File: config.mk
export PLATFORM = sky130hd
export DESIGN_NAME = field_seq_sel
export DESIGN_NICKNAME = d
export VERILOG_FILES = /design/src/rtl/fss_pkg.sv /design/src/rtl/fss_vd_sync.sv /design/src/rtl/fss_regbank.sv /design/src/rtl/fss_sequencer.sv /design/src/rtl/field_seq_sel.sv
export SDC_FILE = /design/constraint.sdc
export NUM_CORES = 1
export LEC_CHECK = 0
export ABC_AREA = 1
export ABC_CLOCK_PERIOD_IN_PS = 2300
export BUFFER_PORTS_ARGS = -buffer_cell sky130_fd_sc_hd__buf_2
export CORE_ASPECT_RATIO = 0.9
export CORE_MARGIN = 2
export CORE_UTILIZATION = 59
export CTS_CLUSTER_SIZE = 12
export DETAILED_ROUTE_END_ITERATION = 10
export GPL_ROUTABILITY_DRIVEN = 0
export PLACE_DENSITY = 0.85
export SLEW_MARGIN = 40
export SYNTH_ARGS = -nofsm -noshare
export SYNTH_HDL_FRONTEND = slang
export SYNTH_SLANG_ARGS = --single-unit
File: constraint.sdc
create_clock -name clk -period 2.3 [get_ports clk]
set_input_delay 0.345 -clock clk [delete_from_list [all_inputs] [get_ports clk]]
set_output_delay 0.345 -clock clk [all_outputs]
set_load 0.005 [all_outputs]
File: src/rtl/fss_pkg.sv
package fss_pkg;

    // Update policy state machine for VD-synchronous register staging
    typedef enum logic [1:0] {
        UPD_IDLE  = 2'd0,   // nothing staged
        UPD_ARMED = 2'd1,   // staged, waiting for first VD fall
        UPD_WAIT2 = 2'd2    // first VD fall seen, commit on the next one
    } upd_state_e;

endpackage

File: src/rtl/fss_vd_sync.sv
module fss_vd_sync #(
    parameter int STAGES = 2
) (
    input  logic clk,
    input  logic rst_n,
    input  logic vd_in,
    output logic vd_fall
);

    logic [STAGES-1:0] sync_q;
    logic              last_q;

    // VD idles high, so the chain resets high to avoid a false fall
    always_ff @(posedge clk or negedge rst_n) begin
        if (!rst_n) begin
            sync_q <= '1;
            last_q <= 1'b1;
        end else begin
            sync_q <= {sync_q[STAGES-2:0], vd_in};
            last_q <= sync_q[STAGES-1];
        end
    end

    assign vd_fall = last_q & ~sync_q[STAGES-1];

endmodule

File: src/rtl/fss_regbank.sv
module fss_regbank
    import fss_pkg::*;
#(
    parameter int                ADDR_W    = 8,
    parameter int                SLOT_W    = 5,
    parameter int                NUM_SLOTS = 7,
    parameter int                SLOTS_LO  = 5,
    parameter int                CNT_W     = 3,
    parameter logic [ADDR_W-1:0] ADDR_CNT  = 'h2A,
    parameter logic [ADDR_W-1:0] ADDR_LO   = 'h2B,
    parameter logic [ADDR_W-1:0] ADDR_HI   = 'h2C
) (
    input  logic                          clk,
    input  logic                          rst_n,
    input  logic                          wr_en,
    input  logic [ADDR_W-1:0]             wr_addr,
    input  logic [SLOTS_LO*SLOT_W-1:0]    wr_data,
    input  logic                          sync_mode,
    input  logic                          vd_fall,
    output logic [CNT_W-1:0]              act_cnt,
    output logic [NUM_SLOTS*SLOT_W-1:0]   act_slots,
    output logic                          restart,
    output logic                          commit_restart,
    output upd_state_e                    upd_state
);

    localparam int LO_W  = SLOTS_LO * SLOT_W;
    localparam int HI_W  = (NUM_SLOTS - SLOTS_LO) * SLOT_W;
    localparam int TOT_W = NUM_SLOTS * SLOT_W;

    upd_state_e           state_q, state_d;
    logic [CNT_W-1:0]     stg_cnt_q, act_cnt_q;
    logic [TOT_W-1:0]     stg_slots_q, act_slots_q;
    logic                 stg_rst_q;
    logic                 restart_q;

    logic hit_cnt, hit_lo, hit_hi, sync_wr, commit;

    assign hit_cnt = wr_en && (wr_addr == ADDR_CNT);
    assign hit_lo  = wr_en && (wr_addr == ADDR_LO);
    assign hit_hi  = wr_en && (wr_addr == ADDR_HI);
    assign sync_wr = (hit_cnt || hit_lo || hit_hi) && sync_mode;
    assign commit  = (state_q == UPD_WAIT2) && vd_fall;
    assign commit_restart = commit && stg_rst_q;

    // State register
    always_ff @(posedge clk or negedge rst_n) begin
        if (!rst_n) state_q <= UPD_IDLE;
        else        state_q <= state_d;
    end

    // Next-state logic: any staged write re-arms the two-edge wait
    always_comb begin
        state_d = state_q;
        unique case (state_q)
            UPD_IDLE: begin
                if (sync_wr) state_d = UPD_ARMED;
            end
            UPD_ARMED: begin
                if (sync_wr)      state_d = UPD_ARMED;
                else if (vd_fall) state_d = UPD_WAIT2;
            end
            UPD_WAIT2: begin
                if (sync_wr)      state_d = UPD_ARMED;
                else if (vd_fall) state_d = UPD_IDLE;
            end
            default: state_d = UPD_IDLE;
        endcase
    end

    // Staging copy: follows every write so it mirrors the last programmed values
    always_ff @(posedge clk or negedge rst_n) begin
        if (!rst_n) begin
            stg_cnt_q   <= '0;
            stg_slots_q <= '0;
            stg_rst_q   <= 1'b0;
        end else begin
            if (hit_cnt) stg_cnt_q <= wr_data[CNT_W-1:0];
            if (hit_lo)  stg_slots_q[LO_W-1:0] <= wr_data;
            if (hit_hi)  stg_slots_q[TOT_W-1:LO_W] <= wr_data[HI_W-1:0];
            if (hit_hi && sync_mode) stg_rst_q <= 1'b1;
            else if (commit)         stg_rst_q <= 1'b0;
        end
    end

    // Output process: active set and restart pulse
    always_ff @(posedge clk or negedge rst_n) begin
        if (!rst_n) begin
            act_cnt_q   <= '0;
            act_slots_q <= '0;
            restart_q   <= 1'b0;
        end else begin
            if (commit) begin
                act_cnt_q   <= stg_cnt_q;
                act_slots_q <= stg_slots_q;
            end
            if (!sync_mode) begin
                if (hit_cnt) act_cnt_q <= wr_data[CNT_W-1:0];
                if (hit_lo)  act_slots_q[LO_W-1:0] <= wr_data;
                if (hit_hi)  act_slots_q[TOT_W-1:LO_W] <= wr_data[HI_W-1:0];
            end
            restart_q <= (hit_hi && !sync_mode) || commit_restart;
        end
    end

    assign act_cnt   = act_cnt_q;
    assign act_slots = act_slots_q;
    assign restart   = restart_q;
    assign upd_state = state_q;

endmodule

File: src/rtl/fss_sequencer.sv
module fss_sequencer #(
    parameter int SLOT_W    = 5,
    parameter int NUM_SLOTS = 7,
    parameter int CNT_W     = 3,
    parameter int POS_W     = 3
) (
    input  logic                        clk,
    input  logic                        rst_n,
    input  logic [CNT_W-1:0]            act_cnt,
    input  logic [NUM_SLOTS*SLOT_W-1:0] act_slots,
    input  logic                        adv,
    input  logic                        restart,
    output logic [SLOT_W-1:0]           field_idx,
    output logic                        field_stb,
    output logic [POS_W-1:0]            pos
);

    logic [SLOT_W-1:0] slot_arr [NUM_SLOTS];
    logic [CNT_W-1:0]  cnt_eff;
    logic [POS_W-1:0]  pos_q, nxt_pos;
    logic [SLOT_W-1:0] idx_q;
    logic              stb_q;

    for (genvar k = 0; k < NUM_SLOTS; k++) begin : g_unpack
        assign slot_arr[k] = act_slots[k*SLOT_W +: SLOT_W];
    end

    // Length 0 behaves as 1; lengths beyond the list are clamped
    always_comb begin
        if (act_cnt == '0)                       cnt_eff = CNT_W'(1);
        else if (act_cnt > CNT_W'(NUM_SLOTS))    cnt_eff = CNT_W'(NUM_SLOTS);
        else                                     cnt_eff = act_cnt;
    end

    always_comb begin
        if (int'(pos_q) + 1 >= int'(cnt_eff)) nxt_pos = '0;
        else                                  nxt_pos = pos_q + 1'b1;
    end

    always_ff @(posedge clk or negedge rst_n) begin
        if (!rst_n) begin
            pos_q <= '0;
            idx_q <= '0;
            stb_q <= 1'b0;
        end else if (restart) begin
            pos_q <= '0;
            idx_q <= slot_arr[0];
            stb_q <= 1'b1;
        end else if (adv) begin
            pos_q <= nxt_pos;
            idx_q <= slot_arr[nxt_pos];
            stb_q <= 1'b1;
        end else begin
            stb_q <= 1'b0;
        end
    end

    assign field_idx = idx_q;
    assign field_stb = stb_q;
    assign pos       = pos_q;

endmodule

File: src/rtl/field_seq_sel.sv
module field_seq_sel
    import fss_pkg::*;
#(
    parameter int                ADDR_W    = 8,
    parameter int                SLOT_W    = 5,
    parameter int                NUM_SLOTS = 7,
    parameter int                SLOTS_LO  = 5,
    parameter int                VD_STAGES = 2,
    parameter logic [ADDR_W-1:0] ADDR_CNT  = 'h2A,
    parameter logic [ADDR_W-1:0] ADDR_LO   = 'h2B,
    parameter logic [ADDR_W-1:0] ADDR_HI   = 'h2C
) (
    input  logic                       clk,
    input  logic                       rst_n,
    input  logic                       wr_en,
    input  logic [ADDR_W-1:0]          wr_addr,
    input  logic [SLOTS_LO*SLOT_W-1:0] wr_data,
    input  logic                       vd_in,
    input  logic                       vd_sync_mode,
    output logic [SLOT_W-1:0]          field_idx,
    output logic                       field_stb
);

    localparam int CNT_W = $clog2(NUM_SLOTS + 1);
    localparam int POS_W = $clog2(NUM_SLOTS);
    localparam int TOT_W = NUM_SLOTS * SLOT_W;

    logic              vd_fall;
    logic              restart;
    logic              commit_restart;
    logic              seq_adv;
    upd_state_e        upd_state;
    logic [CNT_W-1:0]  act_cnt;
    logic [TOT_W-1:0]  act_slots;
    logic [POS_W-1:0]  seq_pos;

    fss_vd_sync #(
        .STAGES (VD_STAGES)
    ) u_vd_sync (
        .clk     (clk),
        .rst_n   (rst_n),
        .vd_in   (vd_in),
        .vd_fall (vd_fall)
    );

    fss_regbank #(
        .ADDR_W    (ADDR_W),
        .SLOT_W    (SLOT_W),
        .NUM_SLOTS (NUM_SLOTS),
        .SLOTS_LO  (SLOTS_LO),
        .CNT_W     (CNT_W),
        .ADDR_CNT  (ADDR_CNT),
        .ADDR_LO   (ADDR_LO),
        .ADDR_HI   (ADDR_HI)
    ) u_regbank (
        .clk            (clk),
        .rst_n          (rst_n),
        .wr_en          (wr_en),
        .wr_addr        (wr_addr),
        .wr_data        (wr_data),
        .sync_mode      (vd_sync_mode),
        .vd_fall        (vd_fall),
        .act_cnt        (act_cnt),
        .act_slots      (act_slots),
        .restart        (restart),
        .commit_restart (commit_restart),
        .upd_state      (upd_state)
    );

    // A restarting commit replaces the step of that VD edge
    assign seq_adv = vd_fall && !commit_restart;

    fss_sequencer #(
        .SLOT_W    (SLOT_W),
        .NUM_SLOTS (NUM_SLOTS),
        .CNT_W     (CNT_W),
        .POS_W     (POS_W)
    ) u_sequencer (
        .clk       (clk),
        .rst_n     (rst_n),
        .act_cnt   (act_cnt),
        .act_slots (act_slots),
        .adv       (seq_adv),
        .restart   (restart),
        .field_idx (field_idx),
        .field_stb (field_stb),
        .pos       (seq_pos)
    );

endmodule

==> flow_summary.yaml <==
outcome:
  status: "finished, final reports clean"
cts:
  postCtsSetupBuffers: 0
  cts_sinks: 92
  cts_buffer_depth: 2
  root_buffer: "clkbuf_8"
  numCtsBuffers: 9
  htree_levels: 3
  worstSkewPairLatency_ns: 0.36
  cts_tree: "yes"
  path_clk_slew_ns: 0.08
timing:
  relSlewSlack: 0.6193
  slew_viol_final: 0
  tightest_slew_ns: 0.5711
  fin_hold_ws_ns: 0.08170
  post-route-period-util: 0.9499
  finalCriticalPeriod_ns: 2.185
  skew_ns: 0.003170
  max_freq_mhz: 457.7
  setup_violations: 0
  hold_viol_final: 0
synth:
  yosysMostFrequentCell: "nand2_1"
  synth_cells: 553
  synth_top_cell_by_area: "dfrtp_1"
  yosysSeqAreaShare: 0.5008
  avgSynthCellArea_um2: 8.326
  synthTopCellsByCount: "nand2_1, dfrtp_1, inv_1, o21ai_0, nand3_1"
  syn_nets: 595
  netlist-cell-type-count: 34
  synthTopCellsByArea: "dfrtp_1, nand2_1, inv_1"
  synthFlopType: "dfrtp_1"
  synth-edff-count: 0
  synth_warnings: 0
  syn_area_um2: 4604
  async_reset_ff_frac: 1.000
  ys_ff_latch: 92
  yosysTopAreaCellShare: 0.4837
routing:
  drt-initial-drc-count: 368
  drtAntennaViolNets: 0
  drc_errors: 0
  wirelength_um: 10780
  wl_per_cell_um: 15.59
  firstDrtPassIters: 5
  vias: 3926
  drt-vias-per-instance: 5.682
die:
  ioPinCount: 44
  dieArea_um2: 8528
  die_w_um: 97.12
  rows: 30
  core_um2: 7545
  fp.dieH_um: 87.81
  start_util: 0.6103
setup_path:
  rrSetupSlack_ns: 0.12
  worst_setup_path_end_kind: "register"
  r2r_end: "u_sequencer.field_idx[0]$_DFFE_PN0P_"
  cp.required_ns: 2.56
  startpoint: "u_sequencer.pos[1]$_DFFE_PN0P_"
  arrival_ns: 2.44
  crit_type: "reg2reg"
  critPathCapture: "u_sequencer.field_idx[0]$_DFFE_PN0P_"
  reg2reg_from: "u_sequencer.pos[1]$_DFFE_PN0P_"
  crit_fanout: 20
  reg2reg_depth: 11
  start_kind: "register"
cells_and_area:
  area_delta_synth_final_pct: 9.973
  final_util: 0.6711
  layout-drive-gt1-share: 0.1630
  fin_area_um2: 5064
  diodes: 0
  nets: 632
flow_run:
  maxCapViolCount: 0
power:
  p_clk_frac: 0.163
  power_mw: 6.105
  powerDensity_nw_per_um2: 1206
  p_int_mw: 3.589
  swShare: 0.4120
  power_frac_seq: 0.371
  p_comb_frac: 0.466
  switching_power_mw: 2.515
  p_leak_nw: 2.863
  vdd_drop_max_mv: 0.6294
placed_design:
  io_buffers: 43
  hpwl_um: 7199
  placed_cell_area_um2: 4848
global_routing:
  grt_pass1_vias: 3653
  grt_overflow: 0
  gr-usage-all-layers: 0.2700
  antenna_found_initial: 0
  grt_max_degree: 59
  grt_pass1_wl_um: 18160
worst_hold_path:
  hp-class: "in2reg"
  hold_start: "vd_in"
==> timing repair <==
item / 4_1_cts / 5_1_grt
hold buffers: 1 / 0
hold endpoints to repair: 36 / 0
setup endpoints to repair: 0 / 33
resized for setup: 0 / 5
==> area by class of cell <==
cell class	count	area, um2
Inverter	84	320.3
Fill cell	604	2481
Timing Repair Buffer	53	311.5
Clock buffer	12	155.1
Tap cell	96	120.1
Clock inverter	4	23.77
Multi-Input combinational cell	350	1827
Sequential cell	92	2306
==> stage by stage <==
| step | instances | worst slack (ns) | setup TNS, ns |
|---|---|---|---|
| 6_report | 691 | 0.1152 | 0 |
| 5_1_grt | 691 | -0.008887 | -0.008887 |
| 4_1_cts | 691 | 0.1755 | 0 |
| 3_5_place_dp | 674 | 0.2038 | 0 |
| 3_3_place_gp | 674 | 0.2650 | 0 |
| 2_1_floorplan | 553 | 0.1641 | 0 |
==> power groups by stage <==
stage	sequential, mW	combinational, mW	clock (mW)
3_5_place_dp	2.29	2.66	0
5_1_grt	2.31	3.20	1.08
2_1_floorplan	2.25	2.08	0
6_report	2.26	2.84	0.996
3_3_place_gp	2.28	2.55	0
4_1_cts	2.26	2.69	1.01
==> worst max-delay path: stages, from the launching register on <==
cell and delay, ns:
dfrtp_1 0.42, ha_1 0.35, ha_1 0.31, nand2_1 0.07, nand2_1 0.04, nand2_1 0.19, buf_6 0.23, nand4_1 0.11
nand3_1 0.15, nand3_1 0.09, nand2_1 0.08, nand2_1 0.05
==> registers in the layout, summed over array words and instances (netlist names) <==
| name | count |
|---|---|
| u_vd_sync.last_q | 1 |
| u_regbank.upd_state | 2 |
| u_regbank.act_cnt | 3 |
| u_sequencer.pos | 3 |
| u_sequencer.field_stb | 1 |
| u_regbank.stg_rst_q | 1 |
| u_regbank.stg_slots_q | 35 |
| u_regbank.restart | 1 |
| u_vd_sync.sync_q | 2 |
| u_regbank.stg_cnt_q | 3 |
| u_sequencer.field_idx | 5 |
| u_regbank.act_slots | 35 |
==> cell families after synthesis <==
kind of cell               Yosys count  share of synthesized area
and+or+nand+nor                    233                     0.2239
buffers and inverters              111                     0.1068
AOI/OAI and AO/OA                  104                     0.1383
DFF                                 92                     0.5008
muxes                                8                    0.01739
adders and majority gates            4                    0.01087
xor gates and xnor gates             1                   0.001903
==> worst min-delay path by stage <==
stage	end	cells after the start
floorplan	u_regbank.act_cnt[0]$_DFF_PN0_	0
global placement	u_vd_sync.sync_q[1]$_DFF_PN1_	0
detailed placement	u_vd_sync.sync_q[1]$_DFF_PN1_	0
CTS	u_vd_sync.sync_q[0]$_DFF_PN1_	1
global route	u_vd_sync.sync_q[0]$_DFF_PN1_	1
finish	u_vd_sync.sync_q[0]$_DFF_PN1_	1
==> cells in the final DEF (no fill, tap or decap), types with 2 or more instances in the layout <==
master	Yosys	final
a21oi_1	5	5
buf_2	6	42
buf_4	5	8
clkbuf_8	0	11
clkinv_2	2	5
dfrtp_1	89	89
dfstp_2	3	3
ha_1	4	4
inv_1	77	77
inv_2	5	4
mux2i_1	8	8
nand2_1	154	154
nand2_2	3	3
nand3_1	35	34
nand3_4	0	2
nand4_1	15	15
nor2_1	16	16
nor2_4	2	2
o2111ai_1	5	5
o211ai_1	5	5
o21ai_0	46	46
o21ai_1	16	16
o22ai_1	18	18
o22ai_2	8	8
==> metal layers <==
| layer | global-route usage | vias to the layer above | share of wire | wire [um] |
|---|---|---|---|---|
| li1 | - | 1866 | - | - |
| met1 | 0.3707 | 1877 | 0.44 | 4766 |
| met2 | 0.4280 | 171 | 0.47 | 5091 |
| met3 | 0.08540 | 12 | 0.073 | 787 |
| met4 | 0.06274 | 0 | 0.012 | 128 |
| met5 | 0 | - | 0 | 0 |
Power figures use the tool's default switching activity.
